--- src/rtl/stack_ptr_unit.sv ---
module stack_ptr_unit #(
  parameter int AW = 32,
  parameter int CW = 4
) (
  input  logic          clk,
  input  logic          rst_n,
  input  logic [AW-1:0] boot_word,
  input  logic          handler_mode,
  input  logic          ctl_psel,
  input  logic          cmd_push,
  input  logic          cmd_pop,
  input  logic [CW-1:0] cmd_count,
  input  logic          wr_en,
  input  logic          wr_sel,
  input  logic [AW-1:0] wr_data,
  input  logic [AW-1:0] lim_lo,
  input  logic [AW-1:0] lim_hi,
  input  logic          flag_clr,
  output logic [AW-1:0] mem_addr,
  output logic          mem_we,
  output logic          mem_re,
  output logic          busy,
  output logic [AW-1:0] sp_main,
  output logic [AW-1:0] sp_proc,
  output logic [AW-1:0] sp_active,
  output logic          ovf_flag,
  output logic          unf_flag
);
  localparam logic [AW-1:0] WORD  = AW'(4);
  localparam logic [AW-1:0] ALIGN = ~AW'(3);
  localparam logic [CW-1:0] ONE   = CW'(1);

  logic [CW-1:0] rem;
  logic          hold_push, hold_proc;

  wire idle      = (rem == '0);
  wire take      = idle & (cmd_push | cmd_pop);
  wire pick_proc = ~handler_mode & ctl_psel;
  wire go        = take | ~idle;
  wire dir_push  = idle ? cmd_push  : hold_push;
  wire use_proc  = idle ? pick_proc : hold_proc;

  wire [AW-1:0] cur = use_proc ? sp_proc : sp_main;
  wire [AW-1:0] nxt = dir_push ? cur - WORD : cur + WORD;

  assign mem_addr  = dir_push ? nxt : cur;
  assign mem_we    = go & dir_push;
  assign mem_re    = go & ~dir_push;
  assign busy      = ~idle | (take & (cmd_count > ONE));
  assign sp_active = pick_proc ? sp_proc : sp_main;

  wire lo_hit = go & (mem_addr < lim_lo);
  wire hi_hit = go & (mem_addr >= lim_hi);

  always_ff @(posedge clk) begin
    if (!rst_n) begin
      rem       <= '0;
      hold_push <= 1'b0;
      hold_proc <= 1'b0;
    end else if (take) begin
      rem       <= (cmd_count == '0) ? '0 : cmd_count - ONE;
      hold_push <= cmd_push;
      hold_proc <= pick_proc;
    end else if (!idle) begin
      rem <= rem - ONE;
    end
  end

  always_ff @(posedge clk) begin
    if (!rst_n) begin
      sp_main <= boot_word & ALIGN;
      sp_proc <= '0;
    end else begin
      if (wr_en && !wr_sel)      sp_main <= wr_data & ALIGN;
      else if (go && !use_proc)  sp_main <= nxt;
      if (wr_en && wr_sel)       sp_proc <= wr_data & ALIGN;
      else if (go && use_proc)   sp_proc <= nxt;
    end
  end

  always_ff @(posedge clk) begin
    if (!rst_n) begin
      ovf_flag <= 1'b0;
      unf_flag <= 1'b0;
    end else begin
      ovf_flag <= lo_hit | (ovf_flag & ~flag_clr);
      unf_flag <= hi_hit | (unf_flag & ~flag_clr);
    end
  end


  push_dec_chk: assert property (@(posedge clk) disable iff (!rst_n)
    mem_we && !use_proc && !(wr_en && !wr_sel) |=> sp_main == $past(sp_main) - WORD);


  pop_inc_chk: assert property (@(posedge clk) disable iff (!rst_n)
    mem_re && use_proc && !(wr_en && wr_sel) |=> sp_proc == $past(sp_proc) + WORD);


  handler_main_chk: assert property (@(posedge clk) disable iff (!rst_n)
    take && handler_mode && !wr_en |=> sp_proc == $past(sp_proc));


  ovf_set_chk: assert property (@(posedge clk) disable iff (!rst_n)
    mem_we && (mem_addr < lim_lo) |=> ovf_flag);


  unf_set_chk: assert property (@(posedge clk) disable iff (!rst_n)
    mem_re && (mem_addr >= lim_hi) |=> unf_flag);


  ovf_sticky_chk: assert property (@(posedge clk) disable iff (!rst_n)
    ovf_flag && !flag_clr |=> ovf_flag);


  wr_align_chk: assert property (@(posedge clk) disable iff (!rst_n)
    wr_en && !wr_sel |=> sp_main[1:0] == 2'b00);


  strobe_excl_chk: assert property (@(posedge clk) disable iff (!rst_n)
    !(mem_we && mem_re));
endmodule

--- config.mk ---
export PLATFORM = sky130hd
export DESIGN_NAME = stack_ptr_unit
export DESIGN_NICKNAME = d
export VERILOG_FILES = /design/src/rtl/stack_ptr_unit.sv
export SDC_FILE = /design/constraint.sdc
export NUM_CORES = 1
export LEC_CHECK = 0
export ABC_AREA = 1
export BUFFER_PORTS_ARGS = -buffer_cell sky130_fd_sc_hd__buf_2
export CAP_MARGIN = 20
export CORE_ASPECT_RATIO = 2
export CORE_MARGIN = 4
export CORE_UTILIZATION = 52
export CTS_BUF_LIST = sky130_fd_sc_hd__clkbuf_16
export DETAILED_ROUTE_END_ITERATION = 12
export PLACE_DENSITY = 0.82
export SYNTH_ARGS = -nofsm -noshare
export SYNTH_HDL_FRONTEND = slang
export SYNTH_SLANG_ARGS = --single-unit
--- constraint.sdc ---
create_clock -name clk -period 6.1 [get_ports clk]
set_input_delay 0.305 -clock clk [delete_from_list [all_inputs] [get_ports clk]]
set_output_delay 0.305 -clock clk [all_outputs]
set_load 0.01 [all_outputs]
==> results of run 1 <==
## state kept, by name, summed over array words and instances (netlist names)
name,flops
sp_proc,32
sp_main,32
rem,4
unf_flag,1
hold_push,1
ovf_flag,1
hold_proc,1
## metrics by stage
step / hold WS (ns) / worst slack [ns] / instances / utilization (%) / cell area (µm²)
after detailed placement: 0.451 / 1.19 / 1726 / 62.9 / 9560
after CTS: 0.238 / 1.16 / 1742 / 64.7 / 9840
after floorplan: 0.468 / 0.607 / 1288 / - / 8040
after global placement: 0.450 / 1.26 / 1726 / 62.9 / 9560
final: 0.238 / 1.06 / 1744 / 64.7 / 9840
after global routing: 0.254 / 0.686 / 1743 / 64.7 / 9840
## metal layers
metal  vias up  wire length [µm]
li1       4745                 -
met1      4378             10000
met2       457             17300
met3       197              2000
met4         2              4010
met5         -                19
## synthesized netlist by cell type, types with 8 or more instances
| cell type | count | area, µm² |
|---|---|---|
| sky130_fd_sc_hd__nand2_1 | 374 | 1400 |
| sky130_fd_sc_hd__inv_1 | 190 | 713 |
| sky130_fd_sc_hd__o21ai_0 | 98 | 490 |
| sky130_fd_sc_hd__nor2_1 | 95 | 357 |
| sky130_fd_sc_hd__ha_1 | 92 | 1150 |
| sky130_fd_sc_hd__a21oi_1 | 90 | 450 |
| sky130_fd_sc_hd__nand3_1 | 69 | 345 |
| sky130_fd_sc_hd__a31oi_1 | 44 | 275 |
| sky130_fd_sc_hd__dfxtp_1 | 42 | 841 |
| sky130_fd_sc_hd__clkbuf_1 | 30 | 113 |
| sky130_fd_sc_hd__edfxtp_1 | 30 | 901 |
| sky130_fd_sc_hd__nor3_1 | 14 | 70.1 |
| sky130_fd_sc_hd__buf_2 | 10 | 50.1 |
| sky130_fd_sc_hd__nand3_2 | 10 | 100 |
| sky130_fd_sc_hd__nand4_1 | 9 | 56.3 |
| sky130_fd_sc_hd__o22ai_1 | 9 | 56.3 |
| sky130_fd_sc_hd__nand2_4 | 8 | 90.1 |
| sky130_fd_sc_hd__xor2_1 | 8 | 70.1 |
## worst min-delay path: stages
cell and delay [ns]:
sky130_fd_sc_hd__buf_2 0.10, sky130_fd_sc_hd__nand2_1 0.05, sky130_fd_sc_hd__a31oi_1 0.07
## final timing paths
path | startpoint | end | slack [ns] | cells after the start
min reg2reg | sp_main[0] | sp_main[0] | 0.46 | 2
max | rem[0] | unf_flag | 1.06 | 26
min | wr_data[9] | sp_proc[9] | 0.24 | 3
max reg2reg | rem[0] | unf_flag | 1.06 | 26
## placed cells by master, fill, tap and decap left out, types with 9 or more instances in the layout
cell type and instances:
sky130_fd_sc_hd__nand2_1 374, sky130_fd_sc_hd__buf_2 269, sky130_fd_sc_hd__inv_1 191, sky130_fd_sc_hd__o21ai_0 97
sky130_fd_sc_hd__nor2_1 93, sky130_fd_sc_hd__ha_1 92, sky130_fd_sc_hd__a21oi_1 90, sky130_fd_sc_hd__nand3_1 69
sky130_fd_sc_hd__a31oi_1 44, sky130_fd_sc_hd__dfxtp_1 42, sky130_fd_sc_hd__edfxtp_1 30, sky130_fd_sc_hd__nor3_1 14
sky130_fd_sc_hd__buf_4 12, sky130_fd_sc_hd__nand3_2 10, sky130_fd_sc_hd__nand4_1 9, sky130_fd_sc_hd__o22ai_1 9
sky130_fd_sc_hd__clkbuf_16 9
## cell families (layout without fill, tap and decap cells)
family / after synthesis / after routing
and+or+nand+nor: 601 / 601
AOI/OAI and AO/OA: 269 / 269
buffers and inverters: 237 / 493
adders and majority gates: 93 / 93
DFF: 72 / 72
xor gates and xnor gates: 16 / 16
other: 0 / 2
## final cells by class
cell class | instances | share of cell area [%]
antenna | 2 | 0.0509
clock inverter | 7 | 0.483
inverter | 196 | 7.48
clock buffer | 9 | 2.29
multi-input combinational | 979 | 54.9
tap | 198 | 2.52
timing repair buffer | 281 | 14.6
sequential | 72 | 17.7
==> summary.txt, run 1 <==
======================================================================================================
Root Driver ............................................................................. sky130_fd_sc_hd__clkbuf_16
Most frequent cell on the critical path ................................................. sky130_fd_sc_hd__nand2_1
Number of hold violations in the final report ...........................................            0
Vias ....................................................................................         9779
Initial Util ............................................................................        52.8%
Global routing met1 resource utilization ................................................        33.0%
Largest stage delay on the critical path ................................................      0.40 ns
Worst slew margin relative to its limit .................................................        43.3%
RSZ-0062 raised after global routing ....................................................           no
Antenna violations before repair ........................................................            3
Post-CTS Resized ........................................................................            0
Netlist cell types ......................................................................           46
Post-Synthesis Cells ....................................................................         1288
Cell at the slowest stage of the critical path .......................................... sky130_fd_sc_hd__ha_1
Slew at the pin closest to its max-slew limit ...........................................     0.850 ns
Number of storage elements in the synthesis netlist .....................................           72
Number of design rule violations left after detail routing ..............................            0
Maximum number of pins on one net before global-route repair ............................           61
Compound-gate portion of the synthesized area ...........................................        18.5%
Die extent in y .........................................................................       184 µm
Largest fanout on the critical path .....................................................           37
Worst setup path category ............................................................... flop to flop
Endpoints failing setup .................................................................            0
Overflow left after global routing ......................................................            0
Final cycle utilization of the critical path ............................................        82.6%
Global-route wire length before repair ..................................................     50200 µm
Final period demand of the worst path ...................................................      5.04 ns
Placeable Area ..........................................................................    15200 µm²
Fillers .................................................................................         1506
HPWL Detailed ...........................................................................     27000 µm
Max Transition Viols Final ..............................................................            0
Share of layout cells above drive strength 1 ............................................        22.2%
Part of the Yosys area used for sequential elements .....................................        21.7%
Total CTS buffers .......................................................................            9
Fraction of synthesized cell area in xor and xnor cells .................................        2.02%
Met2 track utilization from global routing ..............................................        68.1%
Worst setup SP type .....................................................................         flop
Worst hold path type .................................................................... input port to flop
Yosys warning total .....................................................................            0
Simple-gate share of the synthesized area ...............................................        32.1%
Via/cell ratio ..........................................................................         5.61
TritonRoute pass-1 iters ................................................................            6
CP Buf/Inv Count ........................................................................            3
Clk sinks ...............................................................................           72
CP Capture Type .........................................................................         flop
Synthesized net count ...................................................................         1522
Starting DRT DRC Count ..................................................................          533
Met3 track demand over resource in global routing .......................................        7.01%
Total of buffers placed on input and output ports .......................................          269
Number of nets with antenna violations after routing ....................................            0
Critical Path RT ........................................................................      6.37 ns
H-tree Lvls .............................................................................            3
Final TNS setup .........................................................................         0 ns
Number of buffers added to fix hold violations after cts ................................            0
Boundary pin count ......................................................................          274
Number of flops mapped to enable cells by yosys .........................................           30
Adder-cell share of the synthesized area ................................................        14.6%
Asr flop ratio synth ....................................................................           0%
Clock transition at the register clock pins on the worst setup and hold paths after CTS .      0.06 ns
Clock Tree Buf Depth ....................................................................            2
Total of max-cap violations .............................................................            0
Mux contribution to synthesized area ....................................................           0%
Combined area of the multi-input logic cells ............................................     5400 µm²
Register cell area after layout .........................................................     1740 µm²
Top achievable clock speed ..............................................................      198 MHz
CTS tree ................................................................................          yes
Fin Clk Skew ............................................................................   0.00964 ns
Overall routed net length ...............................................................     33400 µm
Mean Syn Cell Area ......................................................................     6.24 µm²
Total die area ..........................................................................    17600 µm²
Prevailing post-synth register cell ..................................................... sky130_fd_sc_hd__dfxtp_1
Most Used Layer, Global Route ...........................................................         met2
Die X-Extent ............................................................................      95.9 µm
Worst-Skew Late Latency .................................................................      0.34 ns
Vias in the first global route ..........................................................         9817
Wire per inst ...........................................................................      19.1 µm
Family of cells with the greatest summed delay on the critical path ..................... simple AND/OR/NAND/NOR gates
Largest family of logic cells by synthesized area ....................................... simple AND/OR/NAND/NOR gates
Post-Synthesis Cell Area ................................................................     8040 µm²
Number of nets in the layout ............................................................         1773
Post-CTS setup buffers ..................................................................            0
Placer Congestion .......................................................................         1.00
Worst path arrival time .................................................................      5.31 ns
Area grow syn2layout ....................................................................        22.4%
Cell Rows ...............................................................................           64
GRT Overall Usage .......................................................................        38.0%
Outcome ................................................................................. finished, final reports clean
======================================================================================================
Power of run 1 is not shown: default switching activity piles up to over one toggle a cycle in this logic, so the estimate is an artifact.
==> run 2, diff against run 1 <==
Clock period 6.1 ns to 4.85 ns, I/O delays scaled along.
==> summary.txt, run 2 (synthesis results as in run 1) <==
======================================================================================================
Post-CTS setup buffers ..................................................................            0
Worst setup path category ............................................................... flop to flop
Cell at the slowest stage of the critical path .......................................... sky130_fd_sc_hd__o21ai_0
Total of buffers placed on input and output ports .......................................          269
Post-CTS Resized ........................................................................            0
Endpoints failing setup .................................................................            0
Area grow syn2layout ....................................................................        28.9%
Largest stage delay on the critical path ................................................      0.47 ns
Overflow left after global routing ......................................................            0
Total of max-cap violations .............................................................            0
Number of design rule violations left after detail routing ..............................            0
Boundary pin count ......................................................................          274
HPWL Detailed ...........................................................................     27000 µm
Placeable Area ..........................................................................    15200 µm²
Clock transition at the register clock pins on the worst setup and hold paths after CTS .      0.06 ns
Initial Util ............................................................................        52.8%
Via/cell ratio ..........................................................................         5.54
Die X-Extent ............................................................................      95.9 µm
Cell Rows ...............................................................................           64
Root Driver ............................................................................. sky130_fd_sc_hd__clkbuf_16
Worst slew margin relative to its limit .................................................        31.9%
Largest fanout on the critical path .....................................................           29
TritonRoute pass-1 iters ................................................................            5
Top achievable clock speed ..............................................................      223 MHz
Number of cells traversed by the worst register-to-register path ........................           27
Number of nets with antenna violations after routing ....................................            0
H-tree Lvls .............................................................................            3
Worst setup SP type .....................................................................         flop
Total die area ..........................................................................    17600 µm²
Final TNS setup .........................................................................         0 ns
Number of nets in the layout ............................................................         1832
Vias ....................................................................................         9979
Hold path depth .........................................................................            3
Starting DRT DRC Count ..................................................................          496
Max Transition Viols Final ..............................................................            0
Number of hold violations in the final report ...........................................            0
Final period demand of the worst path ...................................................      4.49 ns
Top Registers ........................................................................... sp_main x32, sp_proc x32, rem x4
Fin Clk Skew ............................................................................   0.00737 ns
Number of buffers added to fix hold violations after cts ................................            0
Commonest cells after routing, fill and taps aside ...................................... sky130_fd_sc_hd__nand2_1, sky130_fd_sc_hd__buf_2, sky130_fd_sc_hd__inv_1, sky130_fd_sc_hd__o21ai_0, sky130_fd_sc_hd__nor2_1
Worst-Skew Late Latency .................................................................      0.35 ns
Clock Tree Buf Depth ....................................................................            2
RSZ-0062 raised after global routing ....................................................           no
Wire per inst ...........................................................................      18.4 µm
Worst hold path type .................................................................... input port to flop
Die extent in y .........................................................................       184 µm
Slew at the pin closest to its max-slew limit ...........................................      1.02 ns
Maximum number of pins on one net before global-route repair ............................           61
Placer Congestion .......................................................................         1.07
GRT Overall Usage .......................................................................        37.4%
Vias in the first global route ..........................................................         9863
Most frequent standard cell in the layout excluding fill and tap cells .................. sky130_fd_sc_hd__nand2_1
Clk sinks ...............................................................................           72
Total CTS buffers .......................................................................            9
Share of layout cells above drive strength 1 ............................................        25.3%
Most frequent cell on the critical path ................................................. sky130_fd_sc_hd__nand2_1
CP Capture Type .........................................................................         flop
Final cycle utilization of the critical path ............................................        92.5%
Critical Path RT ........................................................................      5.12 ns
CTS tree ................................................................................          yes
Global-route wire length before repair ..................................................     49800 µm
Worst path arrival time .................................................................      4.76 ns
Outcome ................................................................................. finished, final reports clean
Overall routed net length ...............................................................     33200 µm
Antenna violations before repair ........................................................            1
======================================================================================================
[run 2: changes by cell type in the layout (fill, tap and decap cells not counted), sizes merged]
cell	previous run	this run
inv	199	197
diode	2	1
clkinv	3	4
buf	281	340
bufinv	0	1
[run 2: metal layers]
layer	vias up	wire [µm]	global-route usage [%]
met1	4437	10200	34.8
li1	4857	-	-
met3	160	2050	4.55
met2	525	17400	67.8
met4	0	3530	33.8
met5	-	0	0
[run 2: final cells by class]
class / count / area (µm²)
Clock buffer: 9 / 225
Sequential cell: 72 / 1740
Inverter: 196 / 736
Clock inverter: 7 / 70.1
Fill cell: 1458 / 4850
Multi-Input combinational cell: 979 / 5430
Antenna cell: 1 / 2.50
Timing Repair Buffer: 340 / 1900
Tap cell: 198 / 248
[run 2: final timing paths]
kind	start	end	slack, ns
max	rem[0]	unf_flag	0.36
min	wr_data[11]	sp_proc[11]	0.18
min reg2reg	sp_main[1]	sp_main[1]	0.49
max reg2reg	rem[0]	unf_flag	0.36
[run 2: per-stage QoR]
stage	cells	utilization [%]	instance area [µm²]	hold WS, ns	setup WS [ns]
finish	1802	68.1	10400	0.176	0.364
global route	1802	68.1	10400	0.202	0.00277
detailed placement	1785	65.9	10000	0.472	0.133
floorplan	1288	-	8040	0.409	0.0907
CTS	1801	67.9	10300	0.181	0.0918
global placement	1785	65.9	10000	0.460	0.167
[run 2: worst max-delay path: cells and delay by family, from the launching register on]
family | cells | cell delay, ns
AOI/OAI and AO/OA | 4 | 0.84
and+or+nand+nor | 17 | 1.99
DFF | 1 | 0.31
adders and majority gates | 3 | 0.87
buffers and inverters | 3 | 0.37
Power of run 2 is left out for the same reason.
==> run 3, diff against run 2 <==
Settings changed: ABC_AREA 1 to 0, GPL_TIMING_DRIVEN from default to 0, PLACE_DENSITY 0.82 to 0.83.
==> summary.txt, run 3 <==
======================================================================================================
Prevailing post-synth register cell ..................................................... sky130_fd_sc_hd__dfxtp_1
Worst setup SP type .....................................................................         flop
Overall routed net length ...............................................................     35900 µm
Antenna violations before repair ........................................................            2
Cell Area, Placed .......................................................................     9470 µm²
Starting DRT DRC Count ..................................................................          877
TritonRoute pass-1 iters ................................................................            6
Part of the Yosys area used for sequential elements .....................................        22.5%
Register cell area after layout .........................................................     1750 µm²
Number of hold violations in the final report ...........................................            0
Largest fanout on the critical path .....................................................            7
Hold Path Sink ..........................................................................  sp_proc[20]
Number of cells traversed by the worst register-to-register path ........................           24
Fin Clk Skew ............................................................................   0.00613 ns
Number of buffers added to fix hold violations after cts ................................            0
Vias ....................................................................................         9933
RSZ-0062 raised after global routing ....................................................          yes
Final period demand of the worst path ...................................................      5.48 ns
Cell Rows ...............................................................................           62
Number of storage elements in the synthesis netlist .....................................           72
Number of flops mapped to enable cells by yosys .........................................           30
Top Registers ........................................................................... sp_main x32, sp_proc x32, rem x4
Worst path arrival time .................................................................      5.76 ns
Final TNS setup .........................................................................     -1.59 ns
Netlist cell types ......................................................................           66
Proportion of netlist area held by the largest area contributor .........................        14.9%
CTS tree ................................................................................          yes
Area grow syn2layout ....................................................................        42.0%
Initial Util ............................................................................        53.4%
Boundary pin count ......................................................................          274
Most frequent standard cell in the layout excluding fill and tap cells .................. sky130_fd_sc_hd__buf_2
Clk sinks ...............................................................................           72
Maximum number of pins on one net before global-route repair ............................           31
Mean Syn Cell Area ......................................................................     7.33 µm²
Number of nets in the layout ............................................................         1627
Total of buffers placed on input and output ports .......................................          269
Die extent in y .........................................................................       181 µm
Worst slew margin relative to its limit .................................................        29.9%
HPWL Detailed ...........................................................................     26000 µm
Outcome ................................................................................. complete, but fails checks
Fin worst setup slack ...................................................................    -0.632 ns
Worst hold path type .................................................................... input port to flop
Slew at the pin closest to its max-slew limit ...........................................      1.05 ns
Hold path depth .........................................................................            3
Wire per inst ...........................................................................      22.5 µm
Placer Congestion .......................................................................         1.05
Capture instance of the worst register-to-register path .................................     unf_flag
Commonest cells after routing, fill and taps aside ...................................... sky130_fd_sc_hd__buf_2, sky130_fd_sc_hd__nand2_1, sky130_fd_sc_hd__inv_1, sky130_fd_sc_hd__a21oi_1, sky130_fd_sc_hd__ha_1
Max Transition Viols Final ..............................................................            0
Setup slack on the worst flop-to-flop path ..............................................     -0.63 ns
Total of max-cap violations .............................................................            0
Post-Synthesis Cells ....................................................................         1058
Via/cell ratio ..........................................................................         6.24
Cell type contributing the most total cell area after synthesis ......................... sky130_fd_sc_hd__ha_1
Placeable Area ..........................................................................    14500 µm²
Top achievable clock speed ..............................................................      182 MHz
Post-Synthesis Cell Area ................................................................     7750 µm²
Post-route cell area ....................................................................    11000 µm²
Root Driver ............................................................................. sky130_fd_sc_hd__clkbuf_16
Clock Tree Buf Depth ....................................................................            2
Hold slack final ........................................................................     0.149 ns
Violated checks ......................................................................... negative setup slack
Critical Path RT ........................................................................      5.13 ns
CP Capture Type .........................................................................         flop
Overflow left after global routing ......................................................            0
Worst-Skew Late Latency .................................................................      0.35 ns
Number of nets with antenna violations after routing ....................................            0
Number of design rule violations left after detail routing ..............................            0
Die X-Extent ............................................................................      94.3 µm
Fillers .................................................................................         1107
Endpoints failing setup .................................................................            4
Asr flop ratio synth ....................................................................           0%
Vias in the first global route ..........................................................         9874
Share of layout cells above drive strength 1 ............................................        35.7%
Yosys warning total .....................................................................            0
Worst setup path category ............................................................... flop to flop
Biggest area contributors in the synthesized netlist .................................... sky130_fd_sc_hd__ha_1, sky130_fd_sc_hd__edfxtp_1, sky130_fd_sc_hd__dfxtp_1
Source of the worst register-to-register timing path ....................................       rem[0]
Total CTS buffers .......................................................................            9
Synthesized net count ...................................................................         1292
Clock transition at the register clock pins on the worst setup and hold paths after CTS .      0.06 ns
H-tree Lvls .............................................................................            3
Total die area ..........................................................................    17000 µm²
Hold path startpoint ....................................................................  wr_data[20]
Combined area of the multi-input logic cells ............................................     6240 µm²
Ranking of synthesized cells by instance count .......................................... sky130_fd_sc_hd__nand2_1, sky130_fd_sc_hd__ha_1, sky130_fd_sc_hd__a21oi_1, sky130_fd_sc_hd__inv_1, sky130_fd_sc_hd__nor2_1
GRT Overall Usage .......................................................................        39.9%
Final cycle utilization of the critical path ............................................         113%
Most frequent cell after synthesis ...................................................... sky130_fd_sc_hd__nand2_1
Global-route wire length before repair ..................................................     51700 µm
======================================================================================================
run 3: how the worst max path moves through the flow:
stage,start,endpoint,slack [ns],cells after the start
floorplan,rem[1],unf_flag,-0.13,25
global placement,rem[1],ovf_flag,-1.25,26
detailed placement,rem[1],ovf_flag,-1.19,26
CTS,rem[0],unf_flag,-0.42,25
global route,rem[0],unf_flag,-0.75,25
finish,rem[0],unf_flag,-0.63,24
run 3: routing by layer:
layer | global-route usage (%) | up-vias | part of all wire [%] | routed length [µm]
li1 | - | 4407 | - | -
met1 | 38.3 | 4513 | 30 | 10900
met2 | 67.8 | 747 | 49 | 17700
met3 | 9.90 | 266 | 9.7 | 3500
met4 | 35.6 | 0 | 11 | 3800
met5 | 0 | - | 0 | 0
run 3: layout make-up:
cell class	count	share of cell area (%)
clock buffer	10	2.27
clock inverter	6	0.512
inverter	80	2.76
sequential	72	15.9
multi-input combinational	850	56.7
tap	192	2.18
antenna	2	0.0455
timing repair buffer	334	17.4
buffer	46	2.17
run 3: logic make-up (layout without fill, tap and decap cells):
family | after synthesis | in the layout | synth area share (%)
simple gates | 404 | 404 | 22.9
compound gates | 289 | 289 | 24.5
mux | 35 | 35 | 4.97
flops | 72 | 72 | 22.5
other cells | 0 | 2 | 0
fa+ha+maj | 93 | 93 | 15.1
buf+inv | 136 | 476 | 6.76
xor+xnor | 29 | 29 | 3.28
run 3: worst max-delay path, cell delays in order, from the launching register on:
cell and delay [ns]:
sky130_fd_sc_hd__dfxtp_4 0.35, sky130_fd_sc_hd__inv_2 0.06, sky130_fd_sc_hd__ha_4 0.12, sky130_fd_sc_hd__nor3b_4 0.24
sky130_fd_sc_hd__buf_6 0.15, sky130_fd_sc_hd__mux2i_4 0.36, sky130_fd_sc_hd__buf_8 0.21, sky130_fd_sc_hd__buf_12 0.12
sky130_fd_sc_hd__mux2_4 0.33, sky130_fd_sc_hd__ha_4 0.27, sky130_fd_sc_hd__and2_4 0.15, sky130_fd_sc_hd__a221o_1 0.36
sky130_fd_sc_hd__a31o_4 0.26, sky130_fd_sc_hd__a31oi_4 0.17, sky130_fd_sc_hd__o21ai_1 0.09, sky130_fd_sc_hd__a21o_1 0.23
sky130_fd_sc_hd__xnor2_2 0.24, sky130_fd_sc_hd__o21ai_2 0.14, sky130_fd_sc_hd__ha_1 0.40, sky130_fd_sc_hd__nand4_1 0.22
sky130_fd_sc_hd__a211o_1 0.38, sky130_fd_sc_hd__buf_4 0.14, sky130_fd_sc_hd__nor2_1 0.20, sky130_fd_sc_hd__nand2_1 0.08
sky130_fd_sc_hd__o21ai_1 0.12
run 3: what timing repair did:
| action | in CTS | in global routing |
|---|---|---|
| gates resized for setup | 97 | 53 |
| cloned | 0 | 0 |
| endpoints found under the setup margin | 21 | 11 |
| pin swaps | 44 | 44 |
| buffers inserted | 41 | 24 |
| hold endpoints to repair | 0 | 0 |
run 3: per-stage QoR:
stage	setup WS [ns]	util [%]	instances
finish	-0.632	75.9	1592
global route	-0.749	75.9	1592
CTS	-0.415	72.8	1569
detailed placement	-1.19	65.3	1520
global placement	-1.25	65.1	1519
floorplan	-0.127	-	1058
Power of run 3 is left out for the same reason.
